File: src/rtl/pinwake_pkg.sv
package pinwake_pkg;
  localparam int ADDR_W = 3;

  typedef enum logic [ADDR_W-1:0] {
    REG_DATA    = 3'd0,
    REG_DIR     = 3'd1,
    REG_WAKEEN  = 3'd2,
    REG_ODRAIN  = 3'd3,
    REG_PULL    = 3'd4,
    REG_IRQEN   = 3'd5,
    REG_IRQFLAG = 3'd6,
    REG_CTRL    = 3'd7
  } regSel_e;

  // bit positions inside the enable and flag registers
  localparam int BIT_EXT    = 0;
  localparam int BIT_CHG    = 1;
  localparam int BIT_GLOBAL = 7;

  typedef struct packed {
    logic wrData;
    logic wrDir;
    logic wrWake;
    logic wrOdrain;
    logic wrPull;
    logic wrIrqEn;
    logic wrFlag;
    logic wrCtrl;
    logic rdPort;
  } strobes_t;
endpackage

File: src/rtl/pinwake_ctrl.sv
module pinwake_ctrl
  import pinwake_pkg::*;
(
  input  logic [ADDR_W-1:0] busAddr,
  input  logic              busWr,
  input  logic              busRd,
  output strobes_t          stb,
  output regSel_e           rdSel
);
  always_comb begin
    stb   = '0;
    rdSel = regSel_e'(busAddr);
    if (busWr) begin
      case (regSel_e'(busAddr))
        REG_DATA:    stb.wrData   = 1'b1;
        REG_DIR:     stb.wrDir    = 1'b1;
        REG_WAKEEN:  stb.wrWake   = 1'b1;
        REG_ODRAIN:  stb.wrOdrain = 1'b1;
        REG_PULL:    stb.wrPull   = 1'b1;
        REG_IRQEN:   stb.wrIrqEn  = 1'b1;
        REG_IRQFLAG: stb.wrFlag   = 1'b1;
        REG_CTRL:    stb.wrCtrl   = 1'b1;
        default:     stb          = '0;
      endcase
    end
    stb.rdPort = busRd && (regSel_e'(busAddr) == REG_DATA);
  end
endmodule

File: src/rtl/pinwake_datapath.sv
module pinwake_datapath
  import pinwake_pkg::*;
#(
  parameter int WIDTH       = 8,
  parameter int SYNC_STAGES = 2
) (
  input  logic             clk,
  input  logic             rstN,
  input  strobes_t         stb,
  input  regSel_e          rdSel,
  input  logic [WIDTH-1:0] wdata,
  input  logic [WIDTH-1:0] pinIn,
  output logic [WIDTH-1:0] rdata,
  output logic [WIDTH-1:0] pinOut,
  output logic [WIDTH-1:0] pinOe,
  output logic [WIDTH-1:0] odEn,
  output logic [WIDTH-1:0] pullEn,
  output logic             irq,
  output logic             wake,
  output logic [1:0]       flagQ,
  output logic [2:0]       ieQ,
  output logic [WIDTH-1:0] wakeEnQ
);
  logic [WIDTH-1:0] syncQ [SYNC_STAGES];
  logic [WIDTH-1:0] pinSync;
  logic [WIDTH-1:0] dataQ, dirQ, odQ, pullQ, refQ;
  logic             edgeRiseQ, pin0PrevQ;
  logic             chgHit, extHit;
  logic [1:0]       flagD;

  // input synchronizer, depth chosen by parameter
  for (genvar s = 0; s < SYNC_STAGES; s++) begin : gSync
    if (s == 0) begin : gFirst
      always_ff @(posedge clk or negedge rstN)
        if (!rstN) syncQ[0] <= '0;
        else       syncQ[0] <= pinIn;
    end else begin : gNext
      always_ff @(posedge clk or negedge rstN)
        if (!rstN) syncQ[s] <= '0;
        else       syncQ[s] <= syncQ[s-1];
    end
  end
  assign pinSync = syncQ[SYNC_STAGES-1];

  always_ff @(posedge clk or negedge rstN) begin
    if (!rstN) begin
      dataQ     <= '0;
      dirQ      <= '1;
      wakeEnQ   <= '0;
      odQ       <= '0;
      pullQ     <= '0;
      ieQ       <= '0;
      edgeRiseQ <= 1'b0;
      refQ      <= '0;
      pin0PrevQ <= 1'b0;
      flagQ     <= '0;
    end else begin
      if (stb.wrData)   dataQ   <= wdata;
      if (stb.wrDir)    dirQ    <= wdata;
      if (stb.wrWake)   wakeEnQ <= wdata;
      if (stb.wrOdrain) odQ     <= wdata;
      if (stb.wrPull)   pullQ   <= wdata;
      if (stb.wrIrqEn)  ieQ     <= {wdata[BIT_GLOBAL], wdata[BIT_CHG], wdata[BIT_EXT]};
      if (stb.wrCtrl)   edgeRiseQ <= wdata[0];
      if (stb.rdPort)   refQ    <= pinSync;
      pin0PrevQ <= pinSync[0];
      flagQ     <= flagD;
    end
  end

  // change and edge detection
  always_comb begin
    chgHit = |((pinSync ^ refQ) & wakeEnQ);
    extHit = edgeRiseQ ? (pinSync[0] & ~pin0PrevQ) : (~pinSync[0] & pin0PrevQ);
    flagD  = stb.wrFlag ? {wdata[BIT_CHG], wdata[BIT_EXT]} : flagQ;
    if (chgHit) flagD[1] = 1'b1;
    if (extHit) flagD[0] = 1'b1;
  end

  always_comb begin
    rdata = '0;
    case (rdSel)
      REG_DATA:    rdata = pinSync;
      REG_DIR:     rdata = dirQ;
      REG_WAKEEN:  rdata = wakeEnQ;
      REG_ODRAIN:  rdata = odQ;
      REG_PULL:    rdata = pullQ;
      REG_IRQEN: begin
        rdata[BIT_GLOBAL] = ieQ[2];
        rdata[BIT_CHG]    = ieQ[1];
        rdata[BIT_EXT]    = ieQ[0];
      end
      REG_IRQFLAG: begin
        rdata[BIT_CHG] = flagQ[1];
        rdata[BIT_EXT] = flagQ[0];
      end
      REG_CTRL:    rdata[0] = edgeRiseQ;
      default:     rdata = '0;
    endcase
  end

  assign pinOut = dataQ;
  assign pinOe  = ~dirQ;
  assign odEn   = odQ;
  assign pullEn = pullQ;
  assign irq    = ieQ[2] & |(flagQ & ieQ[1:0]);
  assign wake   = flagQ[1] & (|wakeEnQ);
endmodule

File: src/rtl/pinwake_top.sv
module pinwake_top
  import pinwake_pkg::*;
#(
  parameter int WIDTH       = 8,
  parameter int SYNC_STAGES = 2
) (
  input  logic             clk,
  input  logic             rstN,
  input  logic [2:0]       busAddr,
  input  logic             busWr,
  input  logic             busRd,
  input  logic [WIDTH-1:0] busWdata,
  output logic [WIDTH-1:0] busRdata,
  input  logic [WIDTH-1:0] pinIn,
  output logic [WIDTH-1:0] pinOut,
  output logic [WIDTH-1:0] pinOe,
  output logic [WIDTH-1:0] odEn,
  output logic [WIDTH-1:0] pullEn,
  output logic             irq,
  output logic             wake
);
  strobes_t         stb;
  regSel_e          rdSel;
  logic [1:0]       flagQ;
  logic [2:0]       ieQ;
  logic [WIDTH-1:0] wakeEnQ;

  pinwake_ctrl u_ctrl (
    .busAddr (busAddr),
    .busWr   (busWr),
    .busRd   (busRd),
    .stb     (stb),
    .rdSel   (rdSel)
  );

  pinwake_datapath #(.WIDTH(WIDTH), .SYNC_STAGES(SYNC_STAGES)) u_dp (
    .clk     (clk),
    .rstN    (rstN),
    .stb     (stb),
    .rdSel   (rdSel),
    .wdata   (busWdata),
    .pinIn   (pinIn),
    .rdata   (busRdata),
    .pinOut  (pinOut),
    .pinOe   (pinOe),
    .odEn    (odEn),
    .pullEn  (pullEn),
    .irq     (irq),
    .wake    (wake),
    .flagQ   (flagQ),
    .ieQ     (ieQ),
    .wakeEnQ (wakeEnQ)
  );
endmodule

File: config.mk
export PLATFORM = sky130hd
export DESIGN_NAME = pinwake_top
export DESIGN_NICKNAME = d
export VERILOG_FILES = /design/src/rtl/pinwake_pkg.sv /design/src/rtl/pinwake_ctrl.sv /design/src/rtl/pinwake_datapath.sv /design/src/rtl/pinwake_top.sv
export SDC_FILE = /design/constraint.sdc
export NUM_CORES = 1
export LEC_CHECK = 0
export BUFFER_PORTS_ARGS = -buffer_cell sky130_fd_sc_hd__buf_2
export CAP_MARGIN = 20
export CORE_MARGIN = 10
export CORE_UTILIZATION = 30
export CTS_BUF_LIST = sky130_fd_sc_hd__clkbuf_2 sky130_fd_sc_hd__clkbuf_4 sky130_fd_sc_hd__clkbuf_8
export DETAILED_ROUTE_END_ITERATION = 12
export PLACE_DENSITY = 0.55
export SLEW_MARGIN = 10
export SYNTH_ARGS = -nofsm -noshare
export SYNTH_HDL_FRONTEND = slang
export SYNTH_SLANG_ARGS = --single-unit
File: constraint.sdc
create_clock -name clk -period 1.7 [get_ports clk]
set_input_delay 0.34 -clock clk [delete_from_list [all_inputs] [get_ports clk]]
set_output_delay 0.34 -clock clk [all_outputs]
set_load 0.05 [all_outputs]
======== Yosys cells after proc, flatten, opt, wreduce, memory -nomap -nowiden ========
Index checks and enable logic that the tools add are counted.
Widths: inputs -> output; s select.
word-level totals
  bits in registers ....................... 71
  bits of input ports ..................... 23
  output and inout port bits .............. 42
cells by class
  equality and inequality tests ........... 7
  mux-type cells .......................... 17
  bitwise logic cells ..................... 10
  reduce and logical (&&, ||, !) cells .... 7
operators with widths
  operator            count
  $pmux 5 s5          1
  $reduce_or 8->1     2
  $eq 3x3->1 const B  4
  $mux 1              11
  $mux 9              1
  $and 8x8->8         1
  $not 8->8           1
  $pmux 1 s8          1
  $xor 8x8->8         1
  $pmux 1 s7          1
  $eq 3x2->1 const B  2
  $pmux 1 s6          1
  $and 1x1->1         4
  $reduce_bool 2->1   2
  $eq 3x1->1 const B  1
  $logic_not 3->1     1
  $and 2x2->2         1
  $mux 2              1
  $not 1->1           2
  $reduce_or 2->1     1
  $logic_and 1x1->1   1

======== Longest topological paths before layout ========
  depth after elaboration ................. 5
  gate-level depth with buffers ........... 6
  gate-level depth less buffers ........... 4

======== Modules after synthesis ========
Synthesis repeated with hierarchy kept, for this count alone.
unflattened totals
  cell total of the unflattened synthesis .. 233
  area, all modules ....................... 3140.5 um^2
by module, submodules not included
  module            times used  cells each  area an instance (um^2)  sequential area each (um^2)
  pinwake_datapath  1           221         3020.4                   1786.7
  pinwake_ctrl      1           12          120.1                    0.0

======== Least setup slack after synthesis ========
No wires, ideal clock.
  kind .................................... reg2out
  start ................................... register u_dp.pullQ[1], in the netlist u_dp.pullEn[1]
  end ..................................... output port busRdata[1]
  arrival ................................. 1.979 ns
  path slack .............................. -0.619 ns
  stages on the path, launching flop included .. 5
  buffers on the path ..................... 0
  path through ............................ dfrtp_1 > mux2i_1 > nor2_1 > a31oi_1 > o21ai_0
on the way
  cells in the longest elaborated chain, start to end .. 1
RTL lines
  element                 line                    RTL
  from (decl)             pinwake_datapath.sv:26  logic [WIDTH-1:0] dataQ, dirQ, odQ, pullQ, refQ;
  from (signal assigned)  pinwake_datapath.sv:62  if (stb.wrPull) pullQ <= wdata;
  $pmux 1 s7              pinwake_datapath.sv:82  case (rdSel)
  to (decl)               pinwake_top.sv:13       output logic [WIDTH-1:0] busRdata,
No other way between the ends.

======== Worst setup path after layout ========
  start ................................... register u_dp.syncQ, in the netlist u_dp.pinSync[7]
  end ..................................... output port busRdata[7]
on the way
  cells in the longest elaborated chain, start to end .. 1
RTL lines
  element                            line                    RTL
  from (decl)                        pinwake_datapath.sv:24  logic [WIDTH-1:0] syncQ [SYNC_STAGES];
  from (signal, indexed assignment)  pinwake_datapath.sv:40  else syncQ[s] <= syncQ[s-1];
  $pmux 1 s6                         pinwake_datapath.sv:82
No other way between the ends.

==> flow_summary.toml <==
[detailed_routing]
routedWlPerCell_um = 17.39
wl_mm = 8.123
drt-vias-per-instance = 4.634
drt_iter0_markers = 103
firstDrtPassIters = 4
drcViolationCount = 0
antenna_left = 0
vias = 2164

[synth]
synth.distinct_cells = 32
synthesis.area_um2 = 3103
synthCells = 214
synth_top_area_cell = "dfrtp_1"
synth.top_cell.area_share_pct = 50.81
ys_ff_latch = 71
synth_seq_area_share_pct = 57.58
ys_async_sr_fraction_pct = 100.0
synth_edf_count = 0
syn_avg_cell_area_um2 = 14.50
synthTopCellsByArea = "dfrtp_1, mux2_2, dfstp_2, mux4_2, mux2i_1"
yosys_warnings = 0
synth.net_count = 237
synth_flop_cell = "dfrtp_1"

[critical_path]
r2r_cells = 6
cp_max_fo = 2
r2r_slack_ns = 0.23
r2r_end = "u_dp.flagQ[1]"
startpoint = "u_dp.pinSync[7]"
endpoint_kind = "output pin"
required_ns = 1.36
path_class = "flip-flop to output pin"
r2r-start = "u_dp.pinSync[0]"
worstSetupStartpointType = "flip-flop"
critical_path.endpoint = "busRdata[7]"
cp_data_arrival_time_ns = 1.68

[cells_and_area]
fin_cells = 467
final_nets = 349
fill_cells = 986
final_area_um2 = 4353
multi_input_area_um2 = 1353
area_growth_pct = 40.28
regArea_um2 = 1793
utilization_pct = 42.74
insertedDiodeCount = 0
layout_common_cells = "dfrtp_1, mux2_2, buf_2, buf_4, clkbuf_8"
final_common_cell = "dfrtp_1"
drive_gt1_share_pct = 67.07

[cts]
numCtsBuffers = 9
root_buffer = "clkbuf_8"
clock_latency_ns = 0.36
cts_tree = "done"
clk_pin_slew_ns = 0.08
clockBufferDepth = 2
hold_buffers = 0
cts_max_level = 3
cts_sinks = 71

[sta]
slew_headroom_pct = 66.64
hold_violations = 4
finClkSkew_ns = 0.01011
min_period_ns = 2.020
setup_ws_ns = -0.3199
slew_viol_final = 0
holdWs_ns = -0.01030
setup_viol = 9
tightest_slew_ns = 0.4985
rsz0062_at_grt = "yes"
min_period_over_period_pct = 118.8
clock.fmax_ghz = 0.4951

[placed_design]
port_buffers = 64
dpl-instance-area_um2 = 3896
place_ws_ns = -0.2139
hpwl_mm = 5.946
dp_cells = 437
place_congestion = 0.7803

[status]
violations = "negative hold slack, negative setup slack"
status = "finished with violations"

[floorplan]
io_pins = 65
initial_utilization_pct = 30.47
rows = 37
die_area_um2 = 14810
die_w_um = 121.7
die_h_um = 121.7
coreArea_um2 = 10180

[job]
max_cap_viol_count = 0

[pwr]
vdd_drop_max_mv = 0.6108
p_per_area_nw_per_um2 = 1286
leakage_uw = 0.001965

[grt]
antenna_found_initial = 0
grt_usage_pct = 11.43
grt_pass1_vias = 2360
grt_pass1_wl_mm = 12.93
grt_start_max_net_pins = 72
grt_overflow = 0

[worst_hold_path]
worstHoldPathType = "input pin to async pin"
## worst max-delay path: stages, from the launching register on
cell,delay [ns]
dfrtp_1,0.41
mux4_2,0.49
a22o_4,0.27
buf_8,0.15
## cell type report
| cell class | count | area share [%] |
|---|---|---|
| clock buffer | 10 | 3.162 |
| timing repair buffer | 107 | 18.25 |
| inverter | 10 | 0.8623 |
| multi-input combinational | 127 | 31.07 |
| sequential | 71 | 41.19 |
| clock inverter | 6 | 1.552 |
| tap | 136 | 3.909 |
## flip-flops by register name, indices dropped and copies added, names as in the netlist, 3 cells and up
name,cells
u_dp.wakeEnQ,8
u_dp.syncQ,8
u_dp.pinOut,8
u_dp.dirQ,8
u_dp.refQ,8
u_dp.pinSync,8
u_dp.ieQ,3
u_dp.pullEn,8
u_dp.odEn,8
## per-stage QoR
step / hold WS (ns) / total power (µW) / setup TNS [ns]
after global routing: 0.02362 / 5865 / -1.884
after detailed placement: 0.3356 / 4041 / -3.175
after floorplan: 0.04441 / 3515 / 0
after global placement: 0.3355 / 4019 / -2.269
final: -0.01030 / 5598 / -1.241
after CTS: 0.001738 / 5610 / -1.444
## where the power goes
group          switching, µW  internal, µW
logic                   1220           730
clock network            677           722
registers                231          2020
total                   2120          3470
## synthesized netlist by cell type (6+ instances only)
| cell type | n |
|---|---|
| mux2_2 | 53 |
| dfstp_2 | 8 |
| nor2_1 | 7 |
| xor2_1 | 8 |
| nand2_1 | 12 |
| dfrtp_1 | 63 |
| inv_1 | 9 |
| mux2i_1 | 9 |
| mux4_2 | 6 |
## kinds of logic after synthesis
logic type / synth area share, %
AO/OA/AOI/OAI: 3.508
XOR/XNOR: 2.258
buffers and inverters: 2.661
flip-flops: 57.58
multiplexers: 26.49
AND/OR/NAND/NOR: 7.500
## per-layer routing
| layer | part of all wire [%] | track usage, % | vias up |
|---|---|---|---|
| met3 | 7.0 | 4.672 | 11 |
| met1 | 46 | 14.70 | 1086 |
| met2 | 45 | 16.88 | 59 |
| met4 | 1.5 | 4.247 | 0 |
| li1 | - | - | 1008 |
| met5 | 0 | 0 | - |
## how the worst min path moves through the flow
stage	start	to
CTS	rstN	u_dp.wakeEnQ[2]
global placement	u_dp.syncQ[9]	u_dp.pinSync[1]
finish	rstN	u_dp.syncQ[8]
detailed placement	u_dp.syncQ[9]	u_dp.pinSync[1]
floorplan	rstN	u_dp.edgeRiseQ
global route	rstN	u_dp.syncQ[8]
## what timing repair did
item,in CTS,in global routing
buffers inserted,11,3
gates resized for setup,28,13
gates cloned,0,0
pin swaps,8,3
setup endpoints to repair,9,10
(Power assumes the default switching activity.)
